### config.mk
export PLATFORM = sky130hd
export DESIGN_NAME = sprite_line_eval
export DESIGN_NICKNAME = d
export VERILOG_FILES = /design/src/rtl/spe_pkg.sv /design/src/rtl/spe_oam_store.sv /design/src/rtl/spe_match.sv /design/src/rtl/spe_list.sv /design/src/rtl/sprite_line_eval.sv
export SDC_FILE = /design/constraint.sdc
export NUM_CORES = 2
export LEC_CHECK = 0
export BUFFER_PORTS_ARGS = -buffer_cell sky130_fd_sc_hd__buf_2
export CORE_UTILIZATION = 30
export DETAILED_ROUTE_END_ITERATION = 6
export PLACE_DENSITY = 0.41
export SLEW_MARGIN = 10
export SYNTH_ARGS = -nofsm -noshare
export SYNTH_HDL_FRONTEND = slang
export SYNTH_SLANG_ARGS = --single-unit
export TNS_END_PERCENT = 30
### constraint.sdc
create_clock -name clk -period 10.5 [get_ports clk]
set_input_delay 0 -clock clk [delete_from_list [all_inputs] [get_ports clk]]
set_output_delay 0 -clock clk [all_outputs]
set_load 0.02 [all_outputs]
### src/rtl/spe_pkg.sv
package spe_pkg;

  localparam int ADDR_W = 13;

  typedef struct packed {
    logic [7:0]        x;
    logic [7:0]        attr;
    logic              zero;
    logic [ADDR_W-1:0] addr;
  } sprite_rec_t;

  // Range test: line lies within [y, y+height) and y is below the visible limit.
  function automatic logic line_hits(input logic [7:0] line, input logic [7:0] y,
                                     input logic tall, input logic [7:0] y_limit);
    logic [8:0] diff;
    diff = {1'b0, line} - {1'b0, y};
    return !diff[8] && (diff[7:0] < (tall ? 8'd16 : 8'd8)) && (y < y_limit);
  endfunction

  // Pattern address of the row of a sprite that falls on the line.
  function automatic logic [ADDR_W-1:0] row_address(input logic [7:0] tile,
                                                    input logic [7:0] attr,
                                                    input logic [3:0] row,
                                                    input logic tall,
                                                    input logic base_sel);
    logic [4:0] tall_row;
    logic [2:0] short_row;
    logic [ADDR_W-1:0] a;
    if (tall) begin
      tall_row = {row[3], 1'b0, row[2:0]};
      if (attr[7]) tall_row = tall_row ^ 5'd23;
      a = {tile[0], 12'd0} + ({5'd0, tile[7:1]} << 5) + {8'd0, tall_row};
    end else begin
      short_row = row[2:0];
      if (attr[7]) short_row = short_row ^ 3'd7;
      a = {base_sel, 12'd0} + ({5'd0, tile} << 4) + {10'd0, short_row};
    end
    return a;
  endfunction

endpackage

### src/rtl/spe_oam_store.sv
module spe_oam_store #(
  parameter int ENTRIES = 64,
  localparam int IDX_W  = $clog2(ENTRIES),
  localparam int BYTE_W = $clog2(ENTRIES * 4)
) (
  input  logic             clk,
  input  logic             we,
  input  logic [BYTE_W-1:0] waddr,
  input  logic [7:0]       wdata,
  input  logic [IDX_W-1:0] ridx,
  output logic [7:0]       r_y,
  output logic [7:0]       r_tile,
  output logic [7:0]       r_attr,
  output logic [7:0]       r_x
);
  logic [7:0] mem [ENTRIES*4];

  always_ff @(posedge clk) begin
    if (we) mem[waddr] <= wdata;
  end

  always_comb begin
    r_y    = mem[{ridx, 2'd0}];
    r_tile = mem[{ridx, 2'd1}];
    r_attr = mem[{ridx, 2'd2}];
    r_x    = mem[{ridx, 2'd3}];
  end
endmodule

### src/rtl/spe_match.sv
module spe_match
  import spe_pkg::*;
#(
  parameter logic [7:0] Y_LIMIT = 8'd240
) (
  input  logic [7:0]        line,
  input  logic [7:0]        y,
  input  logic [7:0]        tile,
  input  logic [7:0]        attr,
  input  logic [7:0]        x,
  input  logic              tall,
  input  logic              base_sel,
  input  logic              is_first,
  output logic              in_range,
  output sprite_rec_t       rec
);
  logic [7:0] row_full;

  always_comb begin
    row_full  = line - y;
    in_range  = line_hits(line, y, tall, Y_LIMIT);
    rec.x     = x;
    rec.attr  = attr;
    rec.zero  = is_first;
    rec.addr  = row_address(tile, attr, row_full[3:0], tall, base_sel);
  end
endmodule

### src/rtl/spe_list.sv
module spe_list
  import spe_pkg::*;
#(
  parameter int MAX_SEL = 8,
  localparam int CNT_W  = $clog2(MAX_SEL + 1)
) (
  input  logic                      clk,
  input  logic                      rst_n,
  input  logic                      clear,
  input  logic                      push,
  input  sprite_rec_t               push_rec,
  output logic                      full,
  output logic [CNT_W-1:0]          count,
  output logic [MAX_SEL*8-1:0]      x_flat,
  output logic [MAX_SEL*8-1:0]      attr_flat,
  output logic [MAX_SEL-1:0]        zero_flat,
  output logic [MAX_SEL*ADDR_W-1:0] addr_flat
);
  sprite_rec_t slots [MAX_SEL];

  assign full = (count == CNT_W'(MAX_SEL));

  always_ff @(posedge clk or negedge rst_n) begin
    if (!rst_n)               count <= '0;
    else if (clear)           count <= '0;
    else if (push && !full)   count <= count + 1'b1;
  end

  for (genvar k = 0; k < MAX_SEL; k++) begin : g_slot
    always_ff @(posedge clk or negedge rst_n) begin
      if (!rst_n)                                   slots[k] <= '0;
      else if (clear)                               slots[k] <= '0;
      else if (push && count == CNT_W'(k))          slots[k] <= push_rec;
    end
    assign x_flat[k*8 +: 8]            = slots[k].x;
    assign attr_flat[k*8 +: 8]         = slots[k].attr;
    assign zero_flat[k]                = slots[k].zero;
    assign addr_flat[k*ADDR_W +: ADDR_W] = slots[k].addr;
  end
endmodule

### src/rtl/sprite_line_eval.sv
module sprite_line_eval
  import spe_pkg::*;
#(
  parameter int ENTRIES         = 64,
  parameter int MAX_SEL         = 8,
  parameter logic [7:0] Y_LIMIT = 8'd240,
  localparam int IDX_W          = $clog2(ENTRIES),
  localparam int BYTE_W         = $clog2(ENTRIES * 4),
  localparam int CNT_W          = $clog2(MAX_SEL + 1)
) (
  input  logic                      clk,
  input  logic                      rst_n,
  input  logic                      oam_we,
  input  logic [BYTE_W-1:0]         oam_waddr,
  input  logic [7:0]                oam_wdata,
  input  logic                      eval_start,
  input  logic [7:0]                scan_line,
  input  logic                      tall_mode,
  input  logic                      base_sel,
  input  logic                      sprites_on,
  input  logic                      vblank_end,
  output logic [CNT_W-1:0]          list_count,
  output logic [MAX_SEL*8-1:0]      list_x,
  output logic [MAX_SEL*8-1:0]      list_attr,
  output logic [MAX_SEL-1:0]        list_zero,
  output logic [MAX_SEL*ADDR_W-1:0] list_addr,
  output logic                      overflow,
  output logic                      busy,
  output logic                      done
);
  localparam logic [IDX_W-1:0] LAST_IDX = IDX_W'(ENTRIES - 1);

  logic [IDX_W-1:0] idx;
  logic [7:0]       e_y, e_tile, e_attr, e_x;
  logic             m_in_range;
  sprite_rec_t      m_rec;
  logic             list_full;

  // Named events for the checker.
  logic hit, store_ev, drop_ev, accept_start, list_clear;

  spe_oam_store #(.ENTRIES(ENTRIES)) u_store (
    .clk(clk), .we(oam_we), .waddr(oam_waddr), .wdata(oam_wdata),
    .ridx(idx), .r_y(e_y), .r_tile(e_tile), .r_attr(e_attr), .r_x(e_x)
  );

  spe_match #(.Y_LIMIT(Y_LIMIT)) u_match (
    .line(scan_line), .y(e_y), .tile(e_tile), .attr(e_attr), .x(e_x),
    .tall(tall_mode), .base_sel(base_sel), .is_first(idx == '0),
    .in_range(m_in_range), .rec(m_rec)
  );

  assign accept_start = eval_start && !busy && !vblank_end;
  assign list_clear   = vblank_end || accept_start;
  assign hit          = busy && !vblank_end && sprites_on && m_in_range;
  assign store_ev     = hit && !list_full;
  assign drop_ev      = hit && list_full;

  spe_list #(.MAX_SEL(MAX_SEL)) u_list (
    .clk(clk), .rst_n(rst_n), .clear(list_clear), .push(store_ev),
    .push_rec(m_rec), .full(list_full), .count(list_count),
    .x_flat(list_x), .attr_flat(list_attr), .zero_flat(list_zero),
    .addr_flat(list_addr)
  );

  always_ff @(posedge clk or negedge rst_n) begin
    if (!rst_n) begin
      busy     <= 1'b0;
      idx      <= '0;
      done     <= 1'b0;
      overflow <= 1'b0;
    end else begin
      done <= 1'b0;
      if (vblank_end) begin
        busy     <= 1'b0;
        overflow <= 1'b0;
      end else begin
        if (drop_ev) overflow <= 1'b1;
        if (busy) begin
          idx <= idx + 1'b1;
          if (idx == LAST_IDX) begin
            busy <= 1'b0;
            done <= 1'b1;
          end
        end else if (eval_start) begin
          busy <= 1'b1;
          idx  <= '0;
        end
      end
    end
  end
endmodule

; ---- Yosys cells after proc, flatten, opt, wreduce, memory -nomap -nowiden
; Memory sizes are Yosys's and may differ from the RTL's.
; Index checks and enable logic that the tools add are counted.
[totals]
ram_bits = 2048
mem_count = 1
register_bits = 253
[memory_table]
columns = memory, words, word_bits, read_ports, rd_clocked_by_memory_dff, wr, line_no
row1 = u_store.mem, 256, 8, 4, 0, 1, spe_oam_store.sv:16  ; logic [7:0] mem [ENTRIES*4];
[classes]
n_reduce_logical = 37
bitwise = 3
eq_ne = 9
n_mux = 37
addsub = 8
magnitude_cmp = 2
[op_table]
columns = op, n
row1 = 30-bit two-way mux, 16
row2 = 13-bit by 12-bit adder with 13-bit output, 2
row3 = 2-bit nonzero test, 11
row4 = 1-bit logical AND, 18
row5 = "4-bit by 3-bit == test with 1-bit output, second input constant", 4
row6 = 5-bit two-way mux, 3
row7 = 13-bit by 3-bit adder with 13-bit output, 1
row8 = 13-bit by 5-bit adder with 13-bit output, 1
row9 = 13-bit two-way mux, 1
row10 = 6-bit two-way mux, 2
row11 = 1-bit two-way mux, 11
row12 = 8-bit by 8-bit subtractor with 9-bit output, 1
row13 = "4-bit by 2-bit == test with 1-bit output, second input constant", 2
row14 = 8-bit less-than comparator, 1
row15 = "8-bit less-than comparator, second input constant", 1
row16 = 4-bit two-way mux, 2
row17 = "6-bit by 1-bit adder with 6-bit output, second input constant", 1
row18 = "6-bit == test, second input constant", 1
row19 = 6-bit zero test, 1
row20 = 3-bit two-way mux, 2
row21 = "4-bit by 1-bit adder with 4-bit output, second input constant", 1
row22 = "4-bit by 1-bit == test with 1-bit output, second input constant", 1
row23 = "4-bit == test, second input constant", 1
row24 = 1-bit zero test, 4
row25 = 7 further kinds, 7

; ---- Longest topological paths before layout
; An unclocked memory read counts as a cell.
[depth]
word_depth = 10
mapped_depth = 26

; ---- Modules after synthesis
; From an unflattened synthesis, not the netlist that was laid out.
[hier_totals]
cells_unflattened = 4843
area_unflattened_um2 = 90466.8
[by_module_without_submodules]
columns = mod, cells_each, n_inst, area_per_inst_um2
row1 = spe_oam_store, 3591, 1, 79168.4
row2 = spe_list, 1110, 1, 10100.9
row3 = spe_match, 95, 1, 718.2
row4 = sprite_line_eval, 47, 1, 479.2

; ---- Worst setup path after synthesis
; Ideal clock, no wire load.
[synth_path]
kind = register to register
startpoint = register idx[1]
endpoint = register u_list.slots, in the netlist u_list.addr_flat[17]
arrival_ps = 6075
setup_slack_ps = 4288
n_path_buf = 10
synth_period_minus_slack_ps = 6212
stages_incl_launch_ff = 24
setup_time_ps = 137
required_time_ps = 10363
path_cell_list = dfrtp_1 buf_4 buf_4 buf_2 buf_2 buf_4 buf_2 buf_1 mux4_2 mux4_2 mux4_2 ha_1 fa_1 nor2b_1 o21ai_0 a21boi_0 nor2_1 ha_1 a2111oi_0 clkbuf_1 nand4_2 buf_6 buf_6 mux2i_1
[synth_via]
elab_chain_cells = 9
[synth_lines]
columns = element, line_no
row1 = "start, declared", sprite_line_eval.sv:33  ; logic [IDX_W-1:0] idx;
row2 = "start signal, assigned", sprite_line_eval.sv:80  ; idx <= idx + 1'b1;
row3 = memory 256 x 8 bit (*), --
row4 = 4-bit subtractor / 8-bit by 8-bit subtractor with 9-bit output (equally long branches), "spe_match.sv:20, spe_pkg.sv:16"
row5 = "3-bit inverter (no source line), or another cell as far along", --
row6 = "3-bit two-way mux, or another cell as far along", spe_pkg.sv:35  ; if (attr[7]) short_row = short_row ^ 3'd7;
row7 = "3-bit two-way mux, or another cell as far along", spe_pkg.sv:29  ; if (tall) begin
row8 = "13-bit by 3-bit adder with 13-bit output, or another cell as far along", spe_pkg.sv:36  ; a = {base_sel, 12'd0} + ({5'd0, tile} << 4) + {10'd0, short_row};
row9 = 13-bit two-way mux / 1-bit logical AND (equally long branches), "spe_pkg.sv:29, sprite_line_eval.sv:56"
row10 = 30-bit two-way mux / 1-bit logical AND (equally long branches), spe_list.sv:33  ; else if (push && count == CNT_W'(k)) slots[k] <= push_rec;
row11 = 30-bit two-way mux / 2-bit nonzero test (equally long branches), --
row12 = "end signal, assigned by index", spe_list.sv:33
row13 = "end, declared", spe_list.sv:19  ; sprite_rec_t slots [MAX_SEL];
; Mark *: on every way between the ends. The rest lies on a longest branch, timed or not. The select of a mux whose other input is x is not followed.
; A chain may end at the register's enable or synchronous reset.

; ---- Worst setup path in the final report
[layout_path]
startpoint = register idx[0]
endpoint = register u_list.slots, in the netlist u_list.attr_flat[49]
[layout_via]
elab_chain_cells = 9
[layout_lines]
columns = element, line_no
row1 = memory 256 x 8 bit (*), --
row2 = 8-bit by 8-bit subtractor with 9-bit output, spe_pkg.sv:16  ; diff = {1'b0, line} - {1'b0, y};
row3 = 8-bit less-than comparator / 1-bit zero test (equally long branches), spe_pkg.sv:17  ; return !diff[8] && (diff[7:0] < (tall ? 8'd16 : 8'd8)) && (y < y_limit);
row4 = 1-bit logical AND (2 in a row), spe_pkg.sv:17
row5 = 1-bit logical AND, sprite_line_eval.sv:55  ; assign hit = busy && !vblank_end && sprites_on && m_in_range;
row6 = 1-bit logical AND, sprite_line_eval.sv:56  ; assign store_ev = hit && !list_full;
row7 = 1-bit logical AND, spe_list.sv:33
row8 = 2-bit nonzero test (no source line), --
; Marked as above.

==> impl_metrics.toml <==
[critical_path]
crit_arrival_ns = 7.25
crit_slowest_cell = "nand4_4"
crit_type = "flip-flop to flip-flop"
path_max_fanout = 64
path_delay_family = "multiplexers"
worstPathCellList = "buf_12 > buf_4 > mux4_2 > mux4_2 > mux4_2 > inv_1 > ha_1 > nor2b_1 > o21ai_0 > nand2_1 > nor2_1 > nor2_1 > ha_1 > a2111oi_2 > buf_4 > nand4_4 > mux2i_1"
r2r_slack_ns = 4.00
crit_path_start_kind = "flip-flop"
max_stage_delay_ns = 0.72
reg2reg_to = "u_list.attr_flat[49]"
timing.rr.start = "idx[0]"
reg2reg_depth = 17
required_ns = 11.25
cp_num_buf_inv = 4
crit_top_cell = "mux4_2"
critPathLaunch = "idx[0]"
endpoint_kind = "flip-flop"

[yosys]
yosysWarnings = 0
async_flop_share_pct = 10.68
synthTopCellsByArea = "edfxtp_1 (68%), mux4_2 (16%), dfrtp_1 (6.8%), mux2i_1 (2.7%), nand2_1 (1.2%)"
synth_ff_type = "edfxtp_1"
syn_area_um2 = 89870
yosysTopAreaCell = "edfxtp_1"
synth_edf_count = 2048
synth.top_cell.area_share_pct = 68.43
syn_area_per_cell_um2 = 21.11
synth.distinct_cells = 63
synthCells = 4258
yosysSeqAreaShare_pct = 75.25
ys_ff_latch = 2293

[global_route]
grtUsageMet2_pct = 26.84
grt_pass1_wl_um = 358200
grt_pass1_vias = 44710
grt_use_total_pct = 16.73
grt_overflow = 0
grt_max_degree = 196
antenna_found_initial = 14
gr-usage-met1_pct = 23.82
grtUsageMet3_pct = 3.006
busiest_layer = "met2"

[power]
power_mw = 22.37
leakage_nw = 34.89
power_density_nw_per_um2 = 214.6
vdd_ir_drop_max_uv = 119.0

[sta]
worst_pin_slew_ns = 1.285
hold_viol_final = 0
drv_slew = 0
max_freq_mhz = 153.8
rsz0062_at_grt = "no"
setup_violations = 0
setup_slack_ns = 3.999
hold-worst-slack_ns = 0.06803
relSlewSlack_pct = 14.04
tns_ns = 0
period_share_pct = 61.91
skew_ns = 0.05756
period_needed_ns = 6.501

[die]
ioPinCount = 279
rows = 200
start_util_pct = 30.20
core_area_um2 = 297500
die_w_um = 549.3
die_area_um2 = 301800
fp.dieH_um = 549.3

[min_path]
min_from = "oam_waddr[6]"
worstHoldEndpoint = "u_store.mem[227][4]"
hold_class = "input pin to flip-flop"
min_path_cells = 3

[detailed_routing]
routed_wl_um = 255800
vias = 43040
route.detailed.drc = 0
postRouteAntennaNets = 0
viasPerCell = 4.890
drt_iter0_drc = 3344
drt_pass1_iterations = 5
routedWlPerCell_um = 29.07

[placement]
gp_congestion = 0.7376
portBuffers = 270
hpwl_um = 156400
dp.cells = 8304
post-place-ws_ns = 3.880

[layout]
finalNetCount = 4707
n_fill_cell = 27700
finalNonFillerCells = 8800
syn_to_final_growth_pct = 16.02
drive_gt1_share_pct = 29.18

[clock_tree]
path_clk_slew_ns = 0.06
cts-htree-levels = 5
cts-buffers-inserted = 268
clock_latency_ns = 0.85
clk_path_buf_depth = 4
cts_tree = "done"
clock_sinks = 2293
ctsRootBufferMaster = "clkbuf_16"

[flow_run]
maxCapViolations = 0

[run_status]
outcome = "completed"
==> cell type report <==
type	count	area, um^2	share of cell area (%)
diodes	5	12.51	0.01200
clock inverters	121	977.2	0.9372
repair buffers	391	2525	2.422
clock buffers	347	7287	6.989
inverters	20	75.07	0.07200
well taps	3939	4928	4.727
flip-flops and latches	2293	67650	64.88
multi-input cells	1684	20810	19.96
==> where the power goes <==
part | total, mW | leakage (nW) | internal [mW] | switching [mW]
Combinational | 3.43 | 9.03 | 1.29 | 2.14
Sequential | 10.0 | 21.8 | 9.97 | 0.0778
Clock | 8.89 | 4.04 | 5.18 | 3.71
Total | 22.4 | 34.9 | 16.4 | 5.93
==> layer usage <==
metal	share of wire [%]	wire length [um]
met4	1.8	4516
met3	5.0	12820
met5	0	0
met1	46	117500
met2	47	121000
==> synthesized netlist by cell type, drive strengths merged, types with 16 or more instances <==
cell type  number
nand3          28
dfrtp         245
buf           150
a22oi          22
edfxtp       2048
inv            20
nor2          279
nand4          23
mux2i         240
clkbuf        118
nand2         306
mux4          644
ha             16
nor2b          16
==> what timing repair did <==
action | in CTS | in global routing
setup buffers | 0 | 0
hold buffers | 23 | 0
endpoints found under the hold margin | 1006 | 0
resized for setup | 0 | 0
==> layout by cell type (no fill, tap or decap), types with 8 or more instances in the layout <==
master / n
a21oi_1: 14
a22oi_1: 22
buf_12: 8
buf_2: 261
buf_4: 90
buf_8: 9
bufinv_16: 11
clkbuf_1: 63
clkbuf_16: 279
clkinv_1: 51
clkinv_2: 40
conb_1: 8
dfrtp_1: 239
dlygate4sd3_1: 22
edfxtp_1: 2048
ha_1: 16
inv_1: 19
mux2i_1: 240
mux4_2: 644
nand2_1: 284
nand2_2: 22
nand3_1: 28
nand4_1: 17
nor2_1: 278
nor2b_1: 14
o21ai_0: 10
==> worst max-delay path by stage <==
stage,cells after the start,to
2_1_floorplan,23,u_list.addr_flat[17]
4_1_cts,16,u_list.addr_flat[56]
5_1_grt,17,u_list.attr_flat[53]
6_report,17,u_list.attr_flat[49]
3_3_place_gp,17,u_list.attr_flat[35]
3_5_place_dp,17,u_list.addr_flat[56]
==> logic make-up after synthesis <==
group / synth area share (%)
xor gates and xnor gates: 0.04874
adders and majority gates: 0.2450
AOI/OAI and AO/OA: 0.6739
other: 0.004173
and+or+nand+nor: 3.177
buffers and inverters: 1.722
muxes: 18.87
DFF: 75.25
==> state kept, by name, indices dropped and copies added, names as in the netlist <==
name and flops:
done 1, u_list.attr_flat 64, u_list.x_flat 64, u_list.zero_flat 8
u_store.mem 2048, u_list.count 4, overflow 1, idx 6
busy 1, u_list.addr_flat 96
==> through the flow <==
stage	utilization, %	cell area, um^2
floorplan	-	89900
global placement	32.18	95740
detailed placement	32.18	95740
CTS	35.04	104300
global route	35.04	104300
finish	35.04	104300
==> worst register-to-register path, cell delays in order, from the launching register on <==
cell and delay, ns:
dfrtp_4 0.47, buf_12 0.44, buf_4 0.76, mux4_2 0.61, mux4_2 0.56, mux4_2 0.49, inv_1 0.12, ha_1 0.27
nor2b_1 0.14, o21ai_0 0.19, nand2_1 0.10, nor2_1 0.12, nor2_1 0.06, ha_1 0.29, a2111oi_2 0.29, buf_4 0.30
nand4_4 0.73, mux2i_1 0.47
Power figures use the tool's default switching activity.
